==> config.mk <==
export PLATFORM = sky130hd
export DESIGN_NAME = acc_mode_seq
export DESIGN_NICKNAME = d
export VERILOG_FILES = /design/src/rtl/acc_mode_pkg.sv /design/src/rtl/acc_mode_regs.sv /design/src/rtl/acc_mode_agu.sv /design/src/rtl/acc_mode_alu.sv /design/src/rtl/acc_mode_seq.sv
export SDC_FILE = /design/constraint.sdc
export NUM_CORES = 1
export LEC_CHECK = 0
export BUFFER_PORTS_ARGS = -buffer_cell sky130_fd_sc_hd__buf_2
export CELL_PAD_IN_SITES_DETAIL_PLACEMENT = 0
export CELL_PAD_IN_SITES_GLOBAL_PLACEMENT = 1
export CORE_MARGIN = 1
export CORE_UTILIZATION = 45
export DETAILED_ROUTE_END_ITERATION = 8
export GPL_TIMING_DRIVEN = 1
export PLACE_DENSITY_LB_ADDON = 0.05
export SLEW_MARGIN = 20
export SYNTH_ARGS = -nofsm -noshare
export SYNTH_HDL_FRONTEND = slang
export SYNTH_SLANG_ARGS = --single-unit
==> constraint.sdc <==
create_clock -name clk -period 3.3 [get_ports clk]
set_input_delay 0.495 -clock clk [delete_from_list [all_inputs] [get_ports clk]]
set_output_delay 0.495 -clock clk [all_outputs]
set_load 0.005 [all_outputs]
==> src/rtl/acc_mode_pkg.sv <==
package acc_mode_pkg;

    typedef enum logic [1:0] {
        OP_LOAD = 2'd0,
        OP_ADD  = 2'd1,
        OP_SAVE = 2'd2,
        OP_MOVE = 2'd3
    } op_e;

    typedef enum logic [2:0] {
        M_IMM  = 3'd0,
        M_DIR  = 3'd1,
        M_IND  = 3'd2,
        M_REG  = 3'd3,
        M_DISP = 3'd4,
        M_IDX  = 3'd5,
        M_AUTO = 3'd6,
        M_RSV  = 3'd7
    } mode_e;

    typedef enum logic [2:0] {
        S_IDLE  = 3'd0,
        S_PTR   = 3'd1,
        S_OPND  = 3'd2,
        S_STORE = 3'd3,
        S_EXEC  = 3'd4,
        S_FIN   = 3'd5
    } state_e;

endpackage

==> src/rtl/acc_mode_regs.sv <==
module acc_mode_regs #(
    parameter int DW   = 16,
    parameter int NREG = 4,
    parameter int RSW  = 2
) (
    input  logic           clk,
    input  logic           rst_n,
    input  logic [RSW-1:0] rd_sel,
    output logic [DW-1:0]  rd_data,
    input  logic           wr_en,
    input  logic [RSW-1:0] wr_sel,
    input  logic [DW-1:0]  wr_data,
    input  logic           ar_we,
    input  logic [DW-1:0]  ar_wdata,
    output logic [DW-1:0]  ar_q
);
    logic [DW-1:0] gpr [NREG];

    always_ff @(posedge clk or negedge rst_n) begin
        if (!rst_n) begin
            for (int i = 0; i < NREG; i++) gpr[i] <= '0;
            ar_q <= '0;
        end else begin
            for (int i = 0; i < NREG; i++) begin
                if (wr_en && (wr_sel == RSW'(i))) gpr[i] <= wr_data;
            end
            if (ar_we) ar_q <= ar_wdata;
        end
    end

    always_comb begin
        rd_data = '0;
        for (int i = 0; i < NREG; i++) begin
            if (rd_sel == RSW'(i)) rd_data = gpr[i];
        end
    end
endmodule

==> src/rtl/acc_mode_agu.sv <==
module acc_mode_agu
    import acc_mode_pkg::*;
#(
    parameter int DW = 16
) (
    input  mode_e         mode,
    input  logic [DW-1:0] cval,
    input  logic [DW-1:0] ar,
    input  logic [DW-1:0] rval,
    output logic [DW-1:0] ea
);
    always_comb begin
        unique case (mode)
            M_REG:          ea = rval;
            M_DISP:         ea = ar + cval;
            M_IDX, M_AUTO:  ea = ar + rval;
            default:        ea = cval;
        endcase
    end
endmodule

==> src/rtl/acc_mode_alu.sv <==
module acc_mode_alu
    import acc_mode_pkg::*;
#(
    parameter int DW = 16
) (
    input  op_e           op,
    input  logic [DW-1:0] acc,
    input  logic          carry,
    input  logic [DW-1:0] opnd,
    output logic [DW-1:0] acc_n,
    output logic          carry_n
);
    always_comb begin
        acc_n   = acc;
        carry_n = carry;
        unique case (op)
            OP_LOAD: acc_n = opnd;
            OP_ADD:  {carry_n, acc_n} = {1'b0, acc} + {1'b0, opnd};
            default: ;
        endcase
    end
endmodule

==> src/rtl/acc_mode_seq.sv <==
module acc_mode_seq
    import acc_mode_pkg::*;
#(
    parameter int DW   = 16,
    parameter int NREG = 4,
    localparam int RSW = (NREG > 1) ? $clog2(NREG) : 1
) (
    input  logic           clk,
    input  logic           rst_n,
    input  logic           start_i,
    input  logic [1:0]     op_i,
    input  logic [2:0]     mode_i,
    input  logic [RSW-1:0] rsel_i,
    input  logic [DW-1:0]  const_i,
    output logic           busy_o,
    output logic           done_o,
    output logic           illegal_o,
    output logic [DW-1:0]  acc_o,
    output logic           carry_o,
    output logic           mem_req_o,
    output logic           mem_we_o,
    output logic [DW-1:0]  mem_addr_o,
    output logic [DW-1:0]  mem_wdata_o,
    input  logic [DW-1:0]  mem_rdata_i,
    input  logic           mem_ready_i
);
    state_e         st, st_n;
    op_e            op_q, op_c;
    mode_e          mode_q, mode_c;
    logic [RSW-1:0] rsel_q;
    logic [DW-1:0]  ea_q, ea_c, opnd_q, acc_q, acc_n, ar_q, ar_wd, rval;
    logic           carry_q, carry_n, ill_q, ill_c, accept, hs;
    logic           gpr_we, ar_we;

    assign op_c   = op_e'(op_i);
    assign mode_c = mode_e'(mode_i);
    assign accept = start_i && (st == S_IDLE);
    assign hs     = mem_req_o && mem_ready_i;
    assign ill_c  = (mode_c == M_RSV)
                 || (op_c == OP_SAVE && mode_c == M_IMM)
                 || (op_c == OP_MOVE && mode_c != M_IMM && mode_c != M_DIR);

    acc_mode_regs #(.DW(DW), .NREG(NREG), .RSW(RSW)) u_regs (
        .clk      (clk),
        .rst_n    (rst_n),
        .rd_sel   (rsel_i),
        .rd_data  (rval),
        .wr_en    (gpr_we),
        .wr_sel   (rsel_q),
        .wr_data  (acc_q),
        .ar_we    (ar_we),
        .ar_wdata (ar_wd),
        .ar_q     (ar_q)
    );

    acc_mode_agu #(.DW(DW)) u_agu (
        .mode (mode_c),
        .cval (const_i),
        .ar   (ar_q),
        .rval (rval),
        .ea   (ea_c)
    );

    acc_mode_alu #(.DW(DW)) u_alu (
        .op      (op_q),
        .acc     (acc_q),
        .carry   (carry_q),
        .opnd    (opnd_q),
        .acc_n   (acc_n),
        .carry_n (carry_n)
    );

    // Register-file and address-register write controls
    assign gpr_we = (st == S_EXEC) && (op_q == OP_MOVE) && (mode_q == M_IMM);
    assign ar_we  = ((st == S_EXEC) && (op_q == OP_MOVE) && (mode_q == M_DIR))
                 || ((mode_q == M_AUTO) && hs && (st == S_OPND || st == S_STORE));
    assign ar_wd  = (op_q == OP_MOVE) ? acc_q : ar_q + DW'(1);

    // Next-state logic
    always_comb begin
        st_n = st;
        unique case (st)
            S_IDLE: begin
                if (accept) begin
                    if (ill_c)                                      st_n = S_FIN;
                    else if (op_c == OP_MOVE || mode_c == M_IMM)    st_n = S_EXEC;
                    else if (mode_c == M_IND)                       st_n = S_PTR;
                    else if (op_c == OP_SAVE)                       st_n = S_STORE;
                    else                                            st_n = S_OPND;
                end
            end
            S_PTR:   if (mem_ready_i) st_n = (op_q == OP_SAVE) ? S_STORE : S_OPND;
            S_OPND:  if (mem_ready_i) st_n = S_EXEC;
            S_STORE: if (mem_ready_i) st_n = S_FIN;
            S_EXEC:  st_n = S_FIN;
            S_FIN:   st_n = S_IDLE;
            default: st_n = S_IDLE;
        endcase
    end

    // State register
    always_ff @(posedge clk or negedge rst_n) begin
        if (!rst_n) st <= S_IDLE;
        else        st <= st_n;
    end

    // Datapath registers
    always_ff @(posedge clk or negedge rst_n) begin
        if (!rst_n) begin
            op_q    <= OP_LOAD;
            mode_q  <= M_IMM;
            rsel_q  <= '0;
            ill_q   <= 1'b0;
            ea_q    <= '0;
            opnd_q  <= '0;
            acc_q   <= '0;
            carry_q <= 1'b0;
        end else begin
            if (accept) begin
                op_q   <= op_c;
                mode_q <= mode_c;
                rsel_q <= rsel_i;
                ill_q  <= ill_c;
                ea_q   <= ea_c;
                opnd_q <= const_i;
            end
            if (st == S_PTR && mem_ready_i)  ea_q   <= mem_rdata_i;
            if (st == S_OPND && mem_ready_i) opnd_q <= mem_rdata_i;
            if (st == S_EXEC) begin
                acc_q   <= acc_n;
                carry_q <= carry_n;
            end
        end
    end

    // Outputs
    always_comb begin
        busy_o      = (st != S_IDLE);
        done_o      = (st == S_FIN);
        illegal_o   = (st == S_FIN) && ill_q;
        mem_req_o   = (st == S_PTR) || (st == S_OPND) || (st == S_STORE);
        mem_we_o    = (st == S_STORE);
        mem_addr_o  = ea_q;
        mem_wdata_o = acc_q;
        acc_o       = acc_q;
        carry_o     = carry_q;
    end


    done_pulse_chk: assert property (@(posedge clk) disable iff (!rst_n)
        done_o |=> !done_o);


    accept_busy_chk: assert property (@(posedge clk) disable iff (!rst_n)
        (start_i && !busy_o) |=> busy_o);


    req_hold_chk: assert property (@(posedge clk) disable iff (!rst_n)
        (mem_req_o && !mem_ready_i) |=>
            (mem_req_o && $stable(mem_addr_o) && $stable(mem_we_o) && $stable(mem_wdata_o)));


    imm_nomem_chk: assert property (@(posedge clk) disable iff (!rst_n)
        (busy_o && mode_q == M_IMM) |-> !mem_req_o);


    illegal_quiet_chk: assert property (@(posedge clk) disable iff (!rst_n)
        illegal_o |-> (!mem_req_o && $stable(acc_o) && $stable(carry_o)));


    ar_keep_chk: assert property (@(posedge clk) disable iff (!rst_n)
        (busy_o && (mode_q == M_DISP || mode_q == M_IDX)) |=> $stable(ar_q));


    auto_inc_chk: assert property (@(posedge clk) disable iff (!rst_n)
        ((mode_q == M_AUTO) && hs && (st == S_OPND || st == S_STORE)) |=>
            (ar_q == $past(ar_q) + DW'(1)));
endmodule

# Word level (Yosys, flattened, before mapping)
# Cells that the tools add are included.
word_totals:
  register_bits: 140
  inputBits: 43
  out_inout_bits: 54
classes:
  n_addsub: 4
  eq_ne: 29
  muxes: 21
  n_reduce_logical: 39
op_table:
  columns: ["op", "n"]
  rows:
  - ["16-bit 2-to-1 mux", 9]
  - ["16-bit case mux with 3 select lines", 1]
  - ["16-bit adder", 2]
  - ["16-bit case mux with 2 select lines", 1]
  - ["3-bit == test (second input constant)", 7]
  - ["3-bit 2-to-1 mux", 6]
  - ["16-bit by 16-bit adder with 17-bit output", 1]
  - ["1-bit logical AND", 17]
  - ["16-bit by 1-bit adder with 16-bit output (second input constant)", 1]
  - ["2-bit == test (second input constant)", 8]
  - ["3-bit case mux with 5 select lines", 1]
  - ["3-bit by 2-bit == test with 1-bit output (second input constant)", 4]
  - ["3-bit logical NOT", 3]
  - ["1-bit logical OR", 7]
  - ["2-bit by 1-bit == test with 1-bit output (second input constant)", 3]
  - ["3-bit by 1-bit == test with 1-bit output (second input constant)", 2]
  - ["2-bit logical NOT", 3]
  - ["2-bit != test (second input constant)", 3]
  - ["2-bit nonzero test", 3]
  - ["3-bit nonzero test", 2]
  - ["2-bit AND reduction", 2]
  - ["4-bit AND reduction", 1]
  - ["3-bit by 1-bit != test with 1-bit output (second input constant)", 1]
  - ["1-bit 2-to-1 mux", 2]
  - ["other kinds (3)", 3]

# Longest topological paths before layout
depth:
  ltp_word: 9
  depth_mapped: 15
  mapped_depth_nobuf: 13

# Modules after synthesis
# A second synthesis with hierarchy kept.
unflattened:
  hier_cells: 913
  hier_area_um2: 9475.3
modules_own_cells:
  columns: ["module", "instances", "cells_each", "area_each_um2", "seq_area_each_um2"]
  rows:
  - ["acc_mode_regs", 1, 190, 3382.0, 2001.9]
  - ["acc_mode_seq", 1, 330, 3360.7, 1501.4]
  - ["acc_mode_agu", 1, 230, 1580.3, 0.0]
  - ["acc_mode_alu", 1, 163, 1152.4, 0.0]

# Least setup slack after synthesis
# Ideal clock, no wire load.
synth_path:
  path_kind: "input -> register"
  startpoint: "in rsel_i[0]"
  endpoint: "reg ea_q[9], in the netlist mem_addr_o[9]"
  t_arrival_ns: 3.491
  path_slack_ns: -0.315
  stages: 12
  n_path_buf: 2
  cell_sequence: "buf_2 > buf_2 > mux4_2 > mux2_2 > ha_1 > a21oi_1 > a21oi_1 > or3b_1 > a31oi_1 > xor2_1 > nor4_1 > a211o_1"
synth_via:
  elab_chain_cells: 9
synth_lines:
  columns: ["item", "line_no", "rtl"]
  rows:
  - ["from (decl)", "acc_mode_seq.sv:13", "input logic [RSW-1:0] rsel_i,"]
  - ["2-bit logical NOT", "acc_mode_regs.sv:34", "if (rd_sel == RSW'(i)) rd_data = gpr[i];"]
  - ["16-bit 2-to-1 mux (3 in series)", "acc_mode_regs.sv:34", null]
  - ["16-bit 2-to-1 mux (*)", "acc_mode_regs.sv:34", null]
  - ["16-bit adder", "acc_mode_agu.sv:16", "M_IDX, M_AUTO: ea = ar + rval;"]
  - ["16-bit case mux with 3 select lines (*)", "acc_mode_agu.sv:13", "unique case (mode)"]
  - ["16-bit 2-to-1 mux (*)", "acc_mode_seq.sv:119", "if (accept) begin"]
  - ["16-bit 2-to-1 mux (*)", "acc_mode_seq.sv:127", "if (st == S_PTR && mem_ready_i) ea_q <= mem_rdata_i;"]
  - ["to (signal assigned)", "acc_mode_seq.sv:127", null]
  - ["to (decl)", "acc_mode_seq.sv:31", "logic [DW-1:0] ea_q, ea_c, opnd_q, acc_q, acc_n, ar_q, ar_wd, rval;"]
# Mark *: on every way between the ends. The rest lies on a longest branch, timed or not. The select of a mux whose other input is x is not followed.
# A chain may end at the register's enable or synchronous reset.

# Worst setup path in the final report
layout_path:
  startpoint: "reg u_regs.gpr[0] (netlist name)"
  endpoint: "reg ea_q[14], in the netlist mem_addr_o[14]"
layout_via:
  elab_chain_cells: 5
layout_lines:
  columns: ["item", "line_no", "rtl"]
  rows:
  - ["from (decl)", "acc_mode_regs.sv:17", "logic [DW-1:0] gpr [NREG];"]
  - ["from (signal, indexed assignment)", "acc_mode_regs.sv:25", "if (wr_en && (wr_sel == RSW'(i))) gpr[i] <= wr_data;"]
  - ["16-bit 2-to-1 mux", "acc_mode_regs.sv:34", null]
  - ["16-bit adder", "acc_mode_agu.sv:16", null]
  - ["16-bit case mux with 3 select lines", "acc_mode_agu.sv:13", null]
  - ["16-bit 2-to-1 mux", "acc_mode_seq.sv:119", null]
  - ["16-bit 2-to-1 mux", "acc_mode_seq.sv:127", null]
# No other way between the ends. The select of a mux whose other input is x is not followed.

==> run summary <==
The net count of the mapped netlist is 996. The worst-case headroom to the max-slew limit came out at 47.2%. The number of global-route vias before repair came out at 7313. The final antenna diode count is 0.

The number of distinct library cells after synthesis came out at 67. Sorting the synthesized cells by area gives the leading types as dfrtp_1 39%, mux2_2 6.3%, nand2_1 5.3%, ha_1 4.9%, a21oi_1 4.6%. Entering global routing, the biggest net connects 69 pins. Relative to the synthesized area, the layout overhead comes to 16.5%.

Counting the buffers created by CTS gives 17. The initial utilization of the core area, before any placement, comes to 45.9%. The die area is 20400 um^2.

Across the VDD grid, the largest voltage drop is 0.000447 V. The share of final-layout standard cells stronger than drive strength 1 came out at 27.3%. The delay of the slowest cell on the worst path came out at 0.50 ns.

For the finished layout, the period the worst path requires is 3.09 ns. Between clock sinks in the finished design, the worst skew comes to 0.0109 ns. The areal power density over the cells came out at 917 nW/um^2.

The number of sinks handled by clock tree synthesis is 140. The dominant register cell in the synthesized netlist is dfrtp_1. The internal portion of the total power is 5.53 mW. The DRC violation count after routing came out at 0. The post-synthesis async set-or-reset flop share is 100%. The first global-routing pass estimated 42900 um of wire.

The post-synthesis average cell area is 9.72 um^2. The detailed-route via count is 7557. The net count of the finished layout is 1094. The post-CTS setup repair buffer count came out at 0. The y dimension of the die came out at 143 um. The number of buffers on the longest clock path is 2. The tool flagged a number of max-cap violations equal to 0.

The count of final hold-check violations came out at 0. The leakage power is 4.90 nW. The final standard cell utilization of the core is 53.5%.

The logic gate share of total power came out at 44.6%. The total of flip-flops plus latches after synthesis came out at 140. The worst register-to-register path ends at mem_addr_o[14].

The core region area came out at 19400 um^2. The number of slew-limit violations in the final report was 0. The number of cells on the worst reg-to-reg path is 12. The worst setup path is launched from a flop. The top cell type by area accounts for 39.3% of the synthesized area. Detailed placement finished with a half-perimeter wire length of 20900 um. The number of flops mapped to enable cells by yosys is 0. The switching power summed over all nets is 3.98 mW.

The required time of the critical path is 3.58 ns. The later pin in the worst-skew pair is clocked with a latency of 0.43 ns. The cell area that synthesis handed to floorplanning was 8900 um^2. Setup repair after global routing left no endpoint under its margin.

The data arrival time of the critical path is 3.37 ns. The initial antenna violation count came to 2. The wire length per cell after detailed routing is 21.6 um.

The overall power of the completed layout came out at 9.51 mW. The number of I/O port buffers came out at 96. The cell count after synthesis came out at 916. The launch point of the worst reg-to-reg path is u_regs.gpr[0]. The final worst-path cycle share is 93.5%. The detail route stage leaves a number of antenna-violating nets equal to 0. The level count of the clock H-tree came out at 4.

The actual transition at the worst max-transition pin is 0.790 ns. The sequential area share after synthesis is 39.3%. TritonCTS built the clock tree.

The x dimension of the die came out at 143 um. The final wirelength is 28000 um. The register-to-register setup slack is 0.21 ns. The first detailed-routing pass took 5 iterations. The gate family responsible for the most delay along the worst path is compound AO/OA/AOI/OAI gates. The worst min-delay path class is input port to async pin.

The largest individual stage delay along the critical path comes from the cell mux4_2. By startpoint and endpoint, the worst setup path is classified as flop to flop. STA classifies the critical path endpoint as a flop. The upper clock frequency limit came out at 324 MHz. The final estimated routing congestion in global placement is 0.931. The largest driver fanout on the critical path is 2.

The global router's overall resource usage is 28.8%. The top-level I/O count came out at 97. The overflow left after global routing is 0. The Yosys warning count came out at 0. The sequential share of power is 34.4%. The combined buffer and inverter count along the critical path is 1. The number of setup violations in the final report came out at 0. The biggest area contributor in the post-synthesis netlist is dfrtp_1. The initial DRC count is 510. The portion of total power attributed to the clock network came out at 21.0%. The clock transition at the registers of the reported paths came out at 0.06 ns. The site row count is 51. The run finished with clean final reports. The post-detailed-route via-to-cell ratio is 5.85. The tree is rooted in a clkbuf_16. The switching fraction of total power came out at 41.9%. The signal on the critical path passes through mux4_2 -> mux2_2 -> ha_1 -> inv_1 -> fa_1 -> nand3b_1 -> a21oi_1 -> a211o_1 -> o31a_1 -> a211oi_2 -> xor2_1 -> o22ai_1.
==> metal layers <==
layer,part of all wire [%],GRT usage [%]
met5,0,0
met4,2.2,9.39
met3,4.9,5.30
met2,46,45.1
met1,47,40.3
==> cell families (layout without fill, tap and decap cells) <==
kind of cell | count (synthesis) | after routing | share of synthesized area, %
simple gates | 275 | 275 | 14.8
compound gates | 243 | 243 | 16.2
flops | 140 | 140 | 39.3
mux | 114 | 114 | 17.0
buf+inv | 83 | 194 | 4.81
fa+ha+maj | 37 | 37 | 5.37
xor+xnor | 24 | 24 | 2.36
==> worst max path at each step <==
stage,from,to,depth (start not counted)
finish,u_regs.gpr[0],mem_addr_o[14],12
detailed placement,rsel_i[0],mem_addr_o[12],14
global route,u_regs.gpr[3],mem_addr_o[12],10
floorplan,rsel_i[0],mem_addr_o[9],12
global placement,rsel_i[0],mem_addr_o[12],14
CTS,u_regs.gpr[3],mem_addr_o[12],10
==> stage by stage <==
| stage | instance area [um^2] | setup TNS (ns) | setup slack, ns | hold WS, ns | std cells |
|---|---|---|---|---|---|
| 2_1_floorplan | 8960 | -0.0154 | -0.0154 | 0.199 | 916 |
| 3_3_place_gp | 9770 | -0.567 | -0.168 | 0.460 | 1260 |
| 3_5_place_dp | 9770 | -0.885 | -0.245 | 0.471 | 1260 |
| 4_1_cts | 10400 | 0 | 0.169 | 0.0926 | 1292 |
| 5_1_grt | 10400 | 0 | 0.0406 | 0.0966 | 1292 |
| 6_report | 10400 | 0 | 0.213 | 0.0654 | 1292 |
==> flip-flops by register name (all words and copies together), names as in the netlist <==
| name | flops |
|---|---|
| acc_o | 16 |
| u_regs.gpr | 64 |
| mem_addr_o | 16 |
| u_regs.ar_q | 16 |
| st | 3 |
| rsel_q | 2 |
| carry_o | 1 |
| op_q | 2 |
| ill_q | 1 |
| mode_q | 3 |
| opnd_q | 16 |
==> final cells by class <==
class,instances,area (um^2)
repair buffers,145,867
inverters,17,63.8
well taps,265,332
multi-input cells,693,5000
fillers,1814,9030
flip-flops and latches,140,3500
clock buffers,20,447
clock inverters,12,158
==> timing repair <==
item | 4_1_cts | 5_1_grt
resized for setup | 0 | 1
endpoints found under the setup margin | 0 | 1
hold buffers | 0 | 0
==> cells in the mapped netlist, types with 5 or more instances <==
| library cell | number |
|---|---|
| nand2_1 | 125 |
| a21oi_1 | 82 |
| nand2b_1 | 7 |
| o22ai_1 | 11 |
| mux2_2 | 50 |
| nand3_1 | 21 |
| or3_1 | 5 |
| a21o_1 | 8 |
| mux2i_1 | 23 |
| mux2_4 | 22 |
| o21a_1 | 5 |
| o211ai_1 | 5 |
| mux4_2 | 16 |
| buf_2 | 8 |
| a211oi_1 | 8 |
| nor3_1 | 18 |
| inv_1 | 17 |
| xnor2_1 | 10 |
| a311oi_1 | 5 |
| ha_1 | 35 |
| and3_1 | 10 |
| a31oi_1 | 11 |
| and2_1 | 9 |
| a2111oi_0 | 6 |
| nor2_1 | 49 |
| xor2_1 | 14 |
| dfrtp_1 | 140 |
| o21ai_0 | 74 |
| buf_4 | 16 |
| clkbuf_1 | 33 |
==> cell usage in the layout, fill, tap and decap left out, types with 18 or more instances in the layout <==
| cell | n |
|---|---|
| nand3_1 | 21 |
| dfrtp_1 | 140 |
| mux2_4 | 22 |
| nor3_1 | 18 |
| nor2_1 | 48 |
| mux2_2 | 50 |
| mux2i_1 | 23 |
| o21ai_0 | 74 |
| buf_2 | 95 |
| nand2_1 | 124 |
| buf_4 | 48 |
| a21oi_1 | 81 |
| ha_1 | 34 |
==> power groups by stage <==
stage               logic (mW)  clock network, mW  registers (mW)
global placement          4.13                  0            3.24
floorplan                 3.06                  0            2.85
CTS                       4.25               2.03            3.25
finish                    4.24               2.00            3.27
detailed placement        4.21                  0            3.27
global route              4.72               2.12            3.36
Power figures use the tool's default switching activity.
